`config.mk`:
```
export PLATFORM = sky130hd
export DESIGN_NAME = osc_second_gen
export DESIGN_NICKNAME = d
export VERILOG_FILES = /design/src/rtl/osc_trim_pkg.sv /design/src/rtl/trim_hold.sv /design/src/rtl/frac_accum.sv /design/src/rtl/sec_divider.sv /design/src/rtl/osc_second_gen.sv
export SDC_FILE = /design/constraint.sdc
export NUM_CORES = 1
export LEC_CHECK = 0
export BUFFER_PORTS_ARGS = -buffer_cell sky130_fd_sc_hd__buf_2
export CORE_ASPECT_RATIO = 1.4
export CORE_MARGIN = 5
export CORE_UTILIZATION = 30
export CTS_CLUSTER_DIAMETER = 120
export DETAILED_ROUTE_END_ITERATION = 7
export GPL_ROUTABILITY_DRIVEN = 0
export PLACE_DENSITY = 0.41
export SLEW_MARGIN = 20
export SYNTH_ARGS = -nofsm -noshare
export SYNTH_HDL_FRONTEND = slang
export SYNTH_SLANG_ARGS = --single-unit
```
`constraint.sdc`:
```
create_clock -name clk -period 3.5 [get_ports clk]
set_input_delay 0.35 -clock clk [delete_from_list [all_inputs] [get_ports clk]]
set_output_delay 0.35 -clock clk [all_outputs]
set_load 0.02 [all_outputs]
```
`src/rtl/osc_trim_pkg.sv`:
```
// Package: shared trim field layout and correction kinds.
// Assumes the trim field bit order is direction, 10 ppm unit, 20 ppm unit.
package osc_trim_pkg;

    // Bit 2 = direction (1 lengthens), bit 1 = one unit, bit 0 = two units.
    typedef struct packed {
        logic neg;
        logic u10;
        logic u20;
    } trim_t;

    // Kind of length change applied to the current second.
    typedef enum logic [1:0] {
        CORR_NONE  = 2'd0,
        CORR_SHORT = 2'd1,
        CORR_LONG  = 2'd2
    } corr_e;

    // Magnitude in 10 ppm units: u10 weighs 1, u20 weighs 2.
    function automatic logic [1:0] trim_units(trim_t t);
        return {t.u20, t.u10};
    endfunction

endpackage

```
`src/rtl/trim_hold.sv`:
```
// Module: trim_hold
// Holds the most recent trim write. The accumulator samples the held value
// only at a second boundary, so a write never disturbs the running second.
// Assumes writes are single-cycle strobes.
module trim_hold
    import osc_trim_pkg::*;
(
    input  logic  clk,
    input  logic  rst_n,
    input  logic  wr,
    input  trim_t din,
    output trim_t held
);

    trim_t held_q;

    // Capture the written trim; clear to zero magnitude on reset.
    always_ff @(posedge clk) begin
        if (!rst_n) begin
            held_q <= '0;
        end else if (wr) begin
            held_q <= din;
        end
    end

    assign held = held_q;

endmodule

```
`src/rtl/frac_accum.sv`:
```
// Module: frac_accum
// Fractional correction accumulator. At each boundary it adds the trim
// magnitude times NOM_COUNT, in units of FRAC_SCALE per whole count. When a
// whole count is reached, it marks the next second as shortened or
// lengthened. Assumes 3*NOM_COUNT < FRAC_SCALE, so one subtraction is enough.
module frac_accum
    import osc_trim_pkg::*;
#(
    parameter int NOM_COUNT  = 32768,
    parameter int FRAC_SCALE = 100000
) (
    input  logic  clk,
    input  logic  rst_n,
    input  logic  bound,
    input  trim_t trim,
    output corr_e corr
);

    localparam int ACC_W = $clog2(FRAC_SCALE + 3 * NOM_COUNT + 1);
    localparam logic [ACC_W-1:0] NOM_W   = ACC_W'(NOM_COUNT);
    localparam logic [ACC_W-1:0] SCALE_W = ACC_W'(FRAC_SCALE);

    logic [ACC_W-1:0] acc_q;
    logic [ACC_W-1:0] step;
    logic [ACC_W-1:0] sum;
    logic             whole;
    corr_e            corr_q;

    // Correction to add this boundary, and the running total.
    always_comb begin
        step  = ACC_W'(trim_units(trim)) * NOM_W;
        sum   = acc_q + step;
        whole = (sum >= SCALE_W);
    end

    // Update the remainder and decide the kind of the starting second.
    always_ff @(posedge clk) begin
        if (!rst_n) begin
            acc_q  <= '0;
            corr_q <= CORR_NONE;
        end else if (bound) begin
            if (whole) begin
                acc_q  <= sum - SCALE_W;
                corr_q <= trim.neg ? CORR_LONG : CORR_SHORT;
            end else begin
                acc_q  <= sum;
                corr_q <= CORR_NONE;
            end
        end
    end

    assign corr = corr_q;

endmodule

```
`src/rtl/sec_divider.sv`:
```
// Module: sec_divider
// Counts oscillator enables up to the length chosen for the current second.
// It flags the boundary combinationally and emits a registered tick.
// Assumes NOM_COUNT >= 3.
module sec_divider
    import osc_trim_pkg::*;
#(
    parameter int NOM_COUNT = 32768
) (
    input  logic  clk,
    input  logic  rst_n,
    input  logic  osc_en,
    input  corr_e corr,
    output logic  bound,
    output logic  tick
);

    localparam int CNT_W = $clog2(NOM_COUNT + 2);
    localparam logic [CNT_W-1:0] LAST_NOM   = CNT_W'(NOM_COUNT - 1);
    localparam logic [CNT_W-1:0] LAST_SHORT = CNT_W'(NOM_COUNT - 2);
    localparam logic [CNT_W-1:0] LAST_LONG  = CNT_W'(NOM_COUNT);

    logic [CNT_W-1:0] cnt_q;
    logic [CNT_W-1:0] last_idx;
    logic             tick_q;

    // Index of the final count for the current second's kind.
    always_comb begin
        unique case (corr)
            CORR_SHORT: last_idx = LAST_SHORT;
            CORR_LONG:  last_idx = LAST_LONG;
            default:    last_idx = LAST_NOM;
        endcase
        bound = osc_en && (cnt_q == last_idx);
    end

    // Advance on each enable and wrap at the boundary.
    always_ff @(posedge clk) begin
        if (!rst_n) begin
            cnt_q <= '0;
        end else if (bound) begin
            cnt_q <= '0;
        end else if (osc_en) begin
            cnt_q <= cnt_q + 1'b1;
        end
    end

    // Registered one-cycle tick after the final count.
    always_ff @(posedge clk) begin
        if (!rst_n) begin
            tick_q <= 1'b0;
        end else begin
            tick_q <= bound;
        end
    end

    assign tick = tick_q;

endmodule

```
`src/rtl/osc_second_gen.sv`:
```
// Module: osc_second_gen (top)
// Produces a one-second tick from oscillator count enables. The average
// period is trimmed by occasional one-count-short or one-count-long seconds.
// Assumes osc_en is one system clock wide per oscillator count.
module osc_second_gen
    import osc_trim_pkg::*;
#(
    parameter int NOM_COUNT  = 32768,
    parameter int FRAC_SCALE = 100000
) (
    input  logic       clk,
    input  logic       rst_n,
    input  logic       osc_en,
    input  logic       trim_wr,
    input  logic [2:0] trim_din,
    output logic       tick_o,
    output logic       adj_o
);

    trim_t held;
    corr_e corr;
    logic  bound;
    logic  tick;

    trim_hold u_hold (
        .clk   (clk),
        .rst_n (rst_n),
        .wr    (trim_wr),
        .din   (trim_t'(trim_din)),
        .held  (held)
    );

    frac_accum #(
        .NOM_COUNT  (NOM_COUNT),
        .FRAC_SCALE (FRAC_SCALE)
    ) u_acc (
        .clk   (clk),
        .rst_n (rst_n),
        .bound (bound),
        .trim  (held),
        .corr  (corr)
    );

    sec_divider #(
        .NOM_COUNT (NOM_COUNT)
    ) u_div (
        .clk    (clk),
        .rst_n  (rst_n),
        .osc_en (osc_en),
        .corr   (corr),
        .bound  (bound),
        .tick   (tick)
    );

    // Status is high whenever the running second is not nominal.
    always_comb begin
        tick_o = tick;
        adj_o  = (corr != CORR_NONE);
    end

endmodule

```
==> qor.txt <==
worst-path maximum fanout - 9
fin cells - 309
clock sinks - 35
Hold Crit Class - primary input to flop
Design Area, Final - 0.00216 mm²
Starting Density - 0.311
syn_area_per_cell - 8.63 µm²
Antenna diodes - 0
largest net degree at the start of global routing - 22
TritonRoute pass-1 iters - 4
CP Capture Type - flop
syn_nets - 241
sequential cell area fraction in the yosys report - 0.358
htree depth - 2
CTS Buffer Depth - 2
first-pass GRT wire length - 7430 µm
Tmin final - 2.32 ns
synthesized cell area - 0.00196 mm²
CP Data Required Time - 3.71 ns
final hold vios - 0
Slowest-stage cell, CP - o21ai_2
initial antenna violation count - 0
via count - 1559
critical path type - flop to flop
Die Width - 78.3 µm
status - completed
die area - 0.00827 mm²
Post-synth ARST share - 0
detailed-route wire length per cell - 14.0 µm
global-route usage over all layers - 0.114
GRT overflow - 0
io pins - 9
NumNets Final - 250
Layout Area Growth over Synthesis - 10.3%
leakage - 0.000784 µW
DR iter-0 viols - 85
Max Freq - 431 MHz
Syn Inst Count - 227
clock skew - 0.00811 ns
Clk pin slew, worst setup/hold paths - 0.08 ns
Most Crowded Layer GR - met2
# port buffers - 8
Placement Rows - 34
post-synth top area cell - dfxtp_1
Reg2Reg Depth - 7
Pwr Density - 354 mW/mm²
routing usage on met2 - 0.190
setup_tns - 0 ns
worst slew pin tran - 0.630 ns
most frequent cells in the layout - dfxtp_1, nor2_1, nand2_1
arrival time worst endpoint - 2.53 ns
Core ar. - 0.00630 mm²
Cell variety after synth - 46
Max Transition Viols Final - 0
grt met3 use - 0.0290
Post-Route WL - 4320 µm
Worst Hold Depth - 3
crit-path max cell delay - 0.42 ns
fraction of post-synthesis cell area in the top cell type by area - 0.358
final setup fails - 0
Worst Setup Start Kind - flop
Max-slew headroom - 0.576
leading cell type in the layout, fill and taps excluded - dfxtp_1
# DRC - 0
CTS tree - built
vias in the first global route - 1556
max-cap check violation count - 0
Synth Register Bits - 35
dpl cell area - 0.00206 mm²
layout cells sized above 1 - 0.131
post-DR vias/cell - 5.05
Post-Place Cells - 301
Main synth FF type - dfxtp_1
critical path, cell by cell - ha_1 > fa_1 > xor2_1 > a311o_1 > o21ai_2 > nor3_1 > a211oi_1
RSZ-0062 raised after global routing - false
Inserted Clock Buffers - 5
Post-DP HPWL - 3120 µm
Post-CTS Setup Bufs - 0
EDFF count, synth - 0
VDD IR max - 0.000157 V
Antenna Violating Nets Remaining - 0
main area contributors after synthesis - dfxtp_1, nor2_1, mux2i_1, nand2_1, xor2_1
clock latency on the worst-skew pair - 0.29 ns
Synth Warn # - 0
die extent in y - 106 µm
Finished Core Util - 0.343
number of hold buffers added after cts - 0
Post-CTS Resized - 0
final worst-path cycle share - 0.663
CTS Root Cell - clkbuf_8
met1 Use GR - 0.137
-- stage by stage --
stage | worst slack [ns] | power, µW | hold slack, ns
3_5_place_dp | 1.15 | 451 | 0.447
3_3_place_gp | 1.12 | 451 | 0.446
4_1_cts | 1.13 | 782 | 0.292
5_1_grt | 0.991 | 804 | 0.295
2_1_floorplan | 1.35 | 439 | 0.423
6_report | 1.18 | 766 | 0.295
-- sequential cells by signal, indices dropped and copies added (netlist names) --
name and cells:
u_acc.acc_q 13, u_acc.corr 2, u_div.cnt_q 16, u_div.tick 1, u_hold.held 3
-- area by class of cell --
cell class                      instances  area [µm²]
Fill cell                             672        4130
Multi-Input combinational cell        172        1170
Sequential cell                        35         701
Clock buffer                            8         100
Tap cell                               72        90.1
Timing Repair Buffer                   10        55.1
Inverter                               12        45.0
-- worst max-delay path: cells and delay by family (launching register included) --
kind | cells | cell delay, ns
xor gates and xnor gates | 1 | 0.17
AOI/OAI and AO/OA | 3 | 1.01
DFF | 1 | 0.32
adders and majority gates | 2 | 0.61
and+or+nand+nor | 1 | 0.12
-- worst paths after layout --
check                   endpoint      startpoint  slack, ns
setup reg to reg  u_acc.acc_q[6]  u_hold.held[1]       1.18
setup / recovery  u_acc.acc_q[6]  u_hold.held[1]       1.18
hold reg to reg    u_acc.corr[0]  u_hold.held[2]       0.47
hold / removal    u_hold.held[2]     trim_din[2]       0.29
-- cells by family (layout without fill, tap and decap cells) --
logic type / after synthesis / count (layout) / synth area share
flip-flops: 35 / 35 / 0.358
multiplexers: 11 / 11 / 0.0562
AO/OA/AOI/OAI: 32 / 32 / 0.123
XOR/XNOR: 18 / 18 / 0.0805
buffers and inverters: 20 / 30 / 0.0447
adder cells (fa/ha/maj): 7 / 7 / 0.0485
AND/OR/NAND/NOR: 104 / 104 / 0.290
-- synthesized netlist by cell type (2+ instances only) --
cell and count:
a2111oi_0 2, a211oi_1 2, a21oi_1 2, a31oi_1 2, and2_1 2, and4_1 2
clkbuf_1 5, dfxtp_1 35, ha_1 6, inv_1 12, mux2i_1 11, nand2_1 26
nand2b_1 8, nand3_1 6, nand4_1 8, nand4_2 2, nor2_1 30, nor3_1 3
nor4_1 3, nor4_2 5, nor4b_1 2, o2111ai_1 2, o211ai_1 3, o21a_1 3
o21ai_0 4, o21ai_2 2, o22ai_1 3, or2_2 2, xnor2_1 7, xor2_1 11
-- routing by layer --
metal | wire length (µm) | vias to the layer above
li1 | - | 820
met1 | 2000 | 709
met2 | 2160 | 22
met3 | 97 | 8
met4 | 70 | 0
met5 | 0 | -
-- power breakdown --
group	total (µW)	internal, µW	switching, µW
registers	408	403	4.94
logic	33.5	13.0	20.5
clock network	325	180	145
Power figures use the tool's default switching activity.
